===== src/rtl/aud_rx_pkg.sv =====
`timescale 1ns/1ps
package aud_rx_pkg;
   localparam int SLOT_W   = 6;
   localparam int MAX_SLOT = (1 << SLOT_W) - 1;

   localparam logic [1:0] FMT_LSBJ = 2'b00;
   localparam logic [1:0] FMT_MSBJ = 2'b01;

   typedef logic [SLOT_W-1:0] slot_t;

   // word length code -> number of bits
   function automatic slot_t word_len(input logic [1:0] code);
      case (code)
         2'b00:   return slot_t'(16);
         2'b01:   return slot_t'(18);
         2'b10:   return slot_t'(20);
         default: return slot_t'(24);
      endcase
   endfunction

   // frame size code -> slots per half-frame
   function automatic slot_t half_len(input logic [1:0] code);
      case (code)
         2'b00:   return slot_t'(16);
         2'b01:   return slot_t'(24);
         default: return slot_t'(32);
      endcase
   endfunction

   // slot holding the MSB of the word
   function automatic slot_t first_slot(input logic [1:0] fmt,
                                        input slot_t wl, input slot_t hl);
      if (fmt == FMT_MSBJ) return '0;
      if (fmt[1])          return slot_t'(1);
      if (hl > wl)         return hl - wl;
      return '0;
   endfunction
endpackage


===== src/rtl/aud_rx_sync.sv =====
`timescale 1ns/1ps
module aud_rx_sync #(
   parameter int STAGES = 2,
   parameter int WIDTH  = 3
) (
   input  logic             clk,
   input  logic             rst_n,
   input  logic [WIDTH-1:0] d_i,
   output logic [WIDTH-1:0] q_o
);
   generate
      if (STAGES == 0) begin : g_bypass
         assign q_o = d_i;
      end else begin : g_chain
         logic [WIDTH-1:0] pipe [STAGES];
         always_ff @(posedge clk or negedge rst_n) begin
            if (!rst_n) begin
               for (int i = 0; i < STAGES; i++) pipe[i] <= '0;
            end else begin
               pipe[0] <= d_i;
               for (int i = 1; i < STAGES; i++) pipe[i] <= pipe[i-1];
            end
         end
         assign q_o = pipe[STAGES-1];
      end
   endgenerate
endmodule


===== src/rtl/aud_rx_framer.sv =====
`timescale 1ns/1ps
module aud_rx_framer
   import aud_rx_pkg::*;
(
   input  logic  clk,
   input  logic  rst_n,
   input  logic  bclk_s,
   input  logic  lr_s,
   input  logic  cfg_left_high,
   output logic  rise_o,
   output logic  change_o,
   output slot_t slot_o,
   output logic  is_left_o
);
   logic  bclk_d, lr_prev, lr_known;
   slot_t slot_q;

   assign rise_o    = bclk_s & ~bclk_d;
   assign change_o  = rise_o & lr_known & (lr_s != lr_prev);
   assign is_left_o = (lr_s == cfg_left_high);

   always_comb begin
      if (change_o)                    slot_o = '0;
      else if (slot_q == slot_t'(MAX_SLOT)) slot_o = slot_q;
      else                             slot_o = slot_q + slot_t'(1);
   end

   always_ff @(posedge clk or negedge rst_n) begin
      if (!rst_n) begin
         bclk_d   <= 1'b1;
         lr_prev  <= 1'b0;
         lr_known <= 1'b0;
         slot_q   <= slot_t'(MAX_SLOT);
      end else begin
         bclk_d <= bclk_s;
         if (rise_o) begin
            lr_prev  <= lr_s;
            lr_known <= 1'b1;
            slot_q   <= slot_o;
         end
      end
   end

   // slot numbering restarts whenever the frame clock flips
   assert_slot_restart_R2: assert property (@(posedge clk) disable iff (!rst_n)
      change_o |=> (slot_q == '0));
endmodule


===== src/rtl/aud_rx_assemble.sv =====
`timescale 1ns/1ps
module aud_rx_assemble
   import aud_rx_pkg::*;
#(
   parameter int OUT_W = 24
) (
   input  logic             clk,
   input  logic             rst_n,
   input  logic             rise_i,
   input  logic             change_i,
   input  slot_t            slot_i,
   input  logic             is_left_i,
   input  logic             sd_i,
   input  logic [1:0]       cfg_fmt,
   input  logic [1:0]       cfg_wlen,
   input  logic [1:0]       cfg_fsize,
   output logic [OUT_W-1:0] left_o,
   output logic [OUT_W-1:0] right_o,
   output logic             valid_o
);
   localparam int IDX_W = $clog2(OUT_W);

   slot_t            wl, hl, st, rel;
   logic             hit;
   logic [IDX_W-1:0] pos;
   logic [OUT_W-1:0] placed, low_mask;
   logic [OUT_W-1:0] cur_word, left_hold;
   logic             cur_full, cur_left, left_ok;

   always_comb begin
      wl       = word_len(cfg_wlen);
      hl       = half_len(cfg_fsize);
      st       = first_slot(cfg_fmt, wl, hl);
      rel      = slot_i - st;
      hit      = (slot_i >= st) && (rel < wl) && (slot_i < hl);
      pos      = IDX_W'(OUT_W-1) - IDX_W'(rel);
      placed   = change_i ? '0 : cur_word;
      if (hit) placed[pos] = sd_i;
      low_mask = {OUT_W{1'b1}} >> wl;
   end

   always_ff @(posedge clk or negedge rst_n) begin
      if (!rst_n) begin
         cur_word  <= '0;
         left_hold <= '0;
         cur_full  <= 1'b0;
         cur_left  <= 1'b0;
         left_ok   <= 1'b0;
         left_o    <= '0;
         right_o   <= '0;
         valid_o   <= 1'b0;
      end else begin
         valid_o <= 1'b0;
         if (rise_i) begin
            if (change_i) begin
               if (cur_left) begin
                  left_hold <= cur_word;
                  left_ok   <= cur_full;
               end else if (cur_full && left_ok) begin
                  left_o  <= left_hold;
                  right_o <= cur_word;
                  valid_o <= 1'b1;
                  left_ok <= 1'b0;
               end
               cur_full <= 1'b1;
            end
            cur_word <= placed;
            cur_left <= is_left_i;
         end
      end
   end

   // nothing below the configured word length is ever reported
   assert_low_bits_zero_R3: assert property (@(posedge clk) disable iff (!rst_n)
      valid_o |-> (((left_o | right_o) & low_mask) == '0));
endmodule


===== src/rtl/aud_serial_rx.sv =====
`timescale 1ns/1ps
module aud_serial_rx
   import aud_rx_pkg::*;
#(
   parameter int SYNC_STAGES = 2,
   parameter int OUT_W       = 24
) (
   input  logic             clk,
   input  logic             rst_n,
   input  logic             bclk_i,
   input  logic             lrclk_i,
   input  logic             sdata_i,
   input  logic [1:0]       cfg_fmt,
   input  logic [1:0]       cfg_wlen,
   input  logic [1:0]       cfg_fsize,
   input  logic             cfg_left_high,
   output logic [OUT_W-1:0] left_o,
   output logic [OUT_W-1:0] right_o,
   output logic             valid_o
);
   generate
      if (SYNC_STAGES > 4) begin : g_bad_sync
         $error("SYNC_STAGES must be 0..4");
      end
      if (OUT_W < 24) begin : g_bad_width
         $error("OUT_W must hold a 24-bit word");
      end
   endgenerate

   logic [2:0] raw, synced;
   logic       rise, change, is_left;
   slot_t      slot;

   assign raw = {bclk_i, lrclk_i, sdata_i};

   aud_rx_sync #(.STAGES(SYNC_STAGES), .WIDTH(3)) u_sync (
      .clk(clk), .rst_n(rst_n), .d_i(raw), .q_o(synced));

   aud_rx_framer u_framer (
      .clk(clk), .rst_n(rst_n), .bclk_s(synced[2]), .lr_s(synced[1]),
      .cfg_left_high(cfg_left_high), .rise_o(rise), .change_o(change),
      .slot_o(slot), .is_left_o(is_left));

   aud_rx_assemble #(.OUT_W(OUT_W)) u_asm (
      .clk(clk), .rst_n(rst_n), .rise_i(rise), .change_i(change),
      .slot_i(slot), .is_left_i(is_left), .sd_i(synced[0]),
      .cfg_fmt(cfg_fmt), .cfg_wlen(cfg_wlen), .cfg_fsize(cfg_fsize),
      .left_o(left_o), .right_o(right_o), .valid_o(valid_o));

   // strobe lasts a single cycle
   assert_valid_pulse_R6: assert property (@(posedge clk) disable iff (!rst_n)
      valid_o |=> !valid_o);

   // outputs only move together with the strobe
   assert_out_hold_R6: assert property (@(posedge clk) disable iff (!rst_n)
      ((left_o != $past(left_o)) || (right_o != $past(right_o))) |-> valid_o);

   // a strobe is always caused by a detected bit-clock rise
   assert_valid_after_edge_R9: assert property (@(posedge clk) disable iff (!rst_n)
      valid_o |-> $past(rise));
endmodule


===== config.mk =====
export PLATFORM = sky130hd
export DESIGN_NAME = aud_serial_rx
export DESIGN_NICKNAME = d
export VERILOG_FILES = /design/src/rtl/aud_rx_pkg.sv /design/src/rtl/aud_rx_sync.sv /design/src/rtl/aud_rx_framer.sv /design/src/rtl/aud_rx_assemble.sv /design/src/rtl/aud_serial_rx.sv
export SDC_FILE = /design/constraint.sdc
export NUM_CORES = 1
export LEC_CHECK = 0
export ABC_AREA = 1
export BUFFER_PORTS_ARGS = -buffer_cell sky130_fd_sc_hd__buf_2
export CAP_MARGIN = 25
export CELL_PAD_IN_SITES_DETAIL_PLACEMENT = 0
export CELL_PAD_IN_SITES_GLOBAL_PLACEMENT = 1
export CORE_AREA = 2 2 128 130
export DETAILED_ROUTE_END_ITERATION = 12
export DIE_AREA = 0 0 130 132
export PLACE_DENSITY_LB_ADDON = 0.1
export REMOVE_ABC_BUFFERS = 1
export SLEW_MARGIN = 10
export SYNTH_ARGS = -nofsm -noshare
export SYNTH_HDL_FRONTEND = slang
export SYNTH_SLANG_ARGS = --single-unit

===== constraint.sdc =====
create_clock -name clk -period 3.8 [get_ports clk]
set_input_delay 0.95 -clock clk [delete_from_list [all_inputs] [get_ports clk]]
set_output_delay 0.95 -clock clk [all_outputs]
set_load 0.1 [all_outputs]

==> impl_results.md <==
- Sequential element share of the synthesized area: 47.7%
- CP max FO: 12
- WHS Path Cells: 0
- Antenna Cells: 0
- CTS Buf Count: 17
- Clk_skew: about 6.6 ps
- Die Area: between 15000 and 20000 sq um
- Period utilization: a little over nine tenths
- Crit Path Category: register to register
- First-pass DRT Iterations: 4
- R2r setup slk: 180 ps
- Inst Count DP: between 1k and 1.5k
- Netlist cell types: 32
- Worst hold start: u_sync.g_chain.pipe[5]$_DFF_PN0_
- Initial core utilization: 38.5%
- Synth Register Bits: 115
- Setup TNS: 0 ps
- FMAX: approximately 280 MHz
- Worst-Skew Late Latency: just over 400 ps
- Synthesis Warnings: 0
- Dominant cell type by area after synthesis: dfrtp_1
- Fillers: about 1.5k
- # Max-Cap Violations: 0
- R2R depth: 21
- Pre-CTS WS: -98.5 ps
- CP startpoint: u_framer.slot_q[0]$_DFFE_PN1N_
- Number of hold buffers added after cts: 0
- Worst reg2reg path endpoint: u_asm.cur_word[5]$_DFFE_PN0N_
- Via count: 5181
- Wire length per cell: between 10 and 15 um
- Crit path required time: a little over 4000 ps
- Clock sink total: ~120
- Slew margin rel.: between 40% and 50%
- First-pass GRT wire length: between 20000 and 25000 um
- CTS H-tree lvls: 4
- Least-Margin Pin Slew: slightly above 800 ps
- Worst-path clk slew: roughly 50 ps
- Syn avg cell area: roughly 7.6 sq um
- CP endpoint kind: register
- Crit path to: u_asm.cur_word[5]$_DFFE_PN0N_
- Cell Count, Final, Fillers Out: ~1.1k
- Min Tclk post-route: 3620 ps
- Final setup violation count: 0
- Routed wire length: between 10000 and 15000 um
- Setup WS post-layout: between 150 and 200 ps
- Share of layout cells above drive strength 1: about a fifth
- Remaining antenna violation count: 0
- Area after DPL: approximately 6700 sq um
- GRT Overall Usage: ~17%
- Post-Syn Area: slightly above 6000 sq um
- Fin nets: approximately 900
- CORE AREA: approximately 16000 sq um
- Antenna violations before repair: 0
- Routability congestion estimate: roughly 0.79
- FF/Latch Area: 2890 sq um
- Finished Cell Area: around 7600 sq um
- Number of global-route vias before repair: roughly 4.8k
- Mapped Cells: roughly 800
- Largest net degree at the start of global routing: between 70 and 80
- Via density: approximately 4.7
- Multi-input combinational cell area: roughly 2800 sq um
- Worst Path Arrival: just under 4000 ps
- Clock Tree Buf Depth: 2
- TritonCTS clock tree: done
- GRT overflow: 0
- Final hold violation count: 0
- I/O pin total: a little over 60
- Row count: 46
- IO Port Bufs: 60
- Iteration-0 DRC count of the detailed router: 260
- Post-synth top area share: 44.7%
- Critical path launch point type: register
- Area contributors post-synth: dfrtp_1 (45%), nand2_1 (17%), nor2_1 (5.4%)
- Launch instance of the worst register-to-register path: u_framer.slot_q[0]$_DFFE_PN1N_
- Max-slew violations: 0
- Number of remaining DRC errors: 0
- Die width: about 130 um
- Root buf cell: clkbuf_16
- DP HPWL: 9370 um
- Area Overhead vs Synth: 26.2%
- Chip Height: around 130 um
- Status: complete, no violations
- HP Class: register to register
[placed cells by master, fill, tap and decap left out, types with 4 or more instances in the layout]
cell type,synthesis,routed
dfrtp_1,108,108
clkbuf_8,0,4
buf_2,11,59
inv_2,2,4
dfstp_2,7,7
nand3_1,15,13
nand2_1,273,270
o21bai_1,24,24
nor2_1,87,83
o21ai_1,6,6
bufinv_16,0,6
nand4_1,50,50
buf_12,0,4
nand2_2,3,6
a21oi_1,10,7
nor2_4,1,4
o21ai_0,52,51
ha_1,15,11
buf_4,1,33
clkbuf_16,0,20
inv_1,82,80
[stage by stage]
| step | hold slack, ps | utilization [%] |
|---|---|---|
| final | 348 | 48.6 |
| after global routing | 353 | 48.6 |
| after CTS | 351 | 46.8 |
| after detailed placement | 338 | 42.5 |
| after global placement | 334 | 42.3 |
| after floorplan | 331 | - |
[synth_stat cells]
cell type and instances:
dfstp_2 7, inv_2 2, ha_1 15, o31ai_1 1
a21oi_1 10, nand2_2 3, buf_6 3, nor2_1 87
xnor2_1 1, xor2_2 1, xor2_1 2, o21bai_1 24
buf_1 1, nand2_1 273, dfrtp_1 108, nor3_1 3
nor3_4 1, or2_2 2, nor2_2 2, o21ai_0 52
buf_2 11, conb_1 1, nand4_1 50, buf_4 1
clkbuf_1 28, nand3_2 3, nand3_1 15, inv_1 82
a31oi_1 1, o21ai_1 6, nor2_4 1, fa_1 1
[flip-flops by register name, summed over array words and instances (netlist names), 3 cells and up]
signal / count
u_asm.cur_word: 24
u_sync.q_o: 3
u_asm.left_hold: 24
u_framer.slot_q: 6
u_asm.left_o: 24
u_asm.right_o: 24
u_sync.g_chain.pipe: 3
[per-layer routing]
| metal | up-vias | global-route usage, % | share of wire [%] |
|---|---|---|---|
| li1 | 2686 | - | - |
| met1 | 2397 | 23.9 | 50 |
| met2 | 79 | 27.1 | 46 |
| met3 | 19 | 4.06 | 2.9 |
| met4 | 0 | 6.33 | 1.8 |
| met5 | - | 0 | 0 |
[final cells by class]
class	instances	share of cell area, %
Sequential cell	115	37.8
Multi-Input combinational cell	555	36.3
Timing Repair Buffer	100	9.29
Clock buffer	22	6.34
Inverter	84	4.13
Tap cell	216	3.54
Clock inverter	9	2.60
[worst min path at each step]
| stage | endpoint | slack [ps] |
|---|---|---|
| after floorplan | u_sync.q_o[0]$_DFF_PN0_ | 330 |
| after global placement | u_sync.q_o[1]$_DFF_PN0_ | 330 |
| after detailed placement | u_sync.q_o[1]$_DFF_PN0_ | 340 |
| after CTS | u_sync.q_o[1]$_DFF_PN0_ | 350 |
| after global routing | u_sync.q_o[1]$_DFF_PN0_ | 350 |
| final | u_sync.q_o[2]$_DFF_PN0_ | 350 |
[logic make-up after synthesis]
kind of cell / share of synthesized area, %
fa+ha+maj: 3.43
other cells: 0.0620
simple gates: 30.7
flops: 47.7
buf+inv: 8.60
xor+xnor: 0.703
compound gates: 8.83
[critical path, cell delays in order, from the launching register on]
cell,delay (ps)
dfstp_2,610
ha_4,170
inv_2,50
nor2_4,110
nand3_4,150
o21ai_4,200
ha_2,190
inv_2,50
fa_2,410
xor2_2,160
ha_1,300
nand2_1,60
inv_1,30
nand2_1,60
nand3_2,70
nand3_2,70
nand2_2,50
nor2_2,140
nand3_4,170
clkbuf_16,230
nor2_1,130
o21bai_1,90
[what timing repair did]
item / in CTS / in global routing
gates cloned: 0 / 4
buffers inserted: 0 / 7
pin swaps: 0 / 10
setup endpoints to repair: 10 / 24
resized for setup: 1 / 26
Power is not shown: default switching activity piles up to over one toggle a cycle in this logic, so the estimate is an artifact.
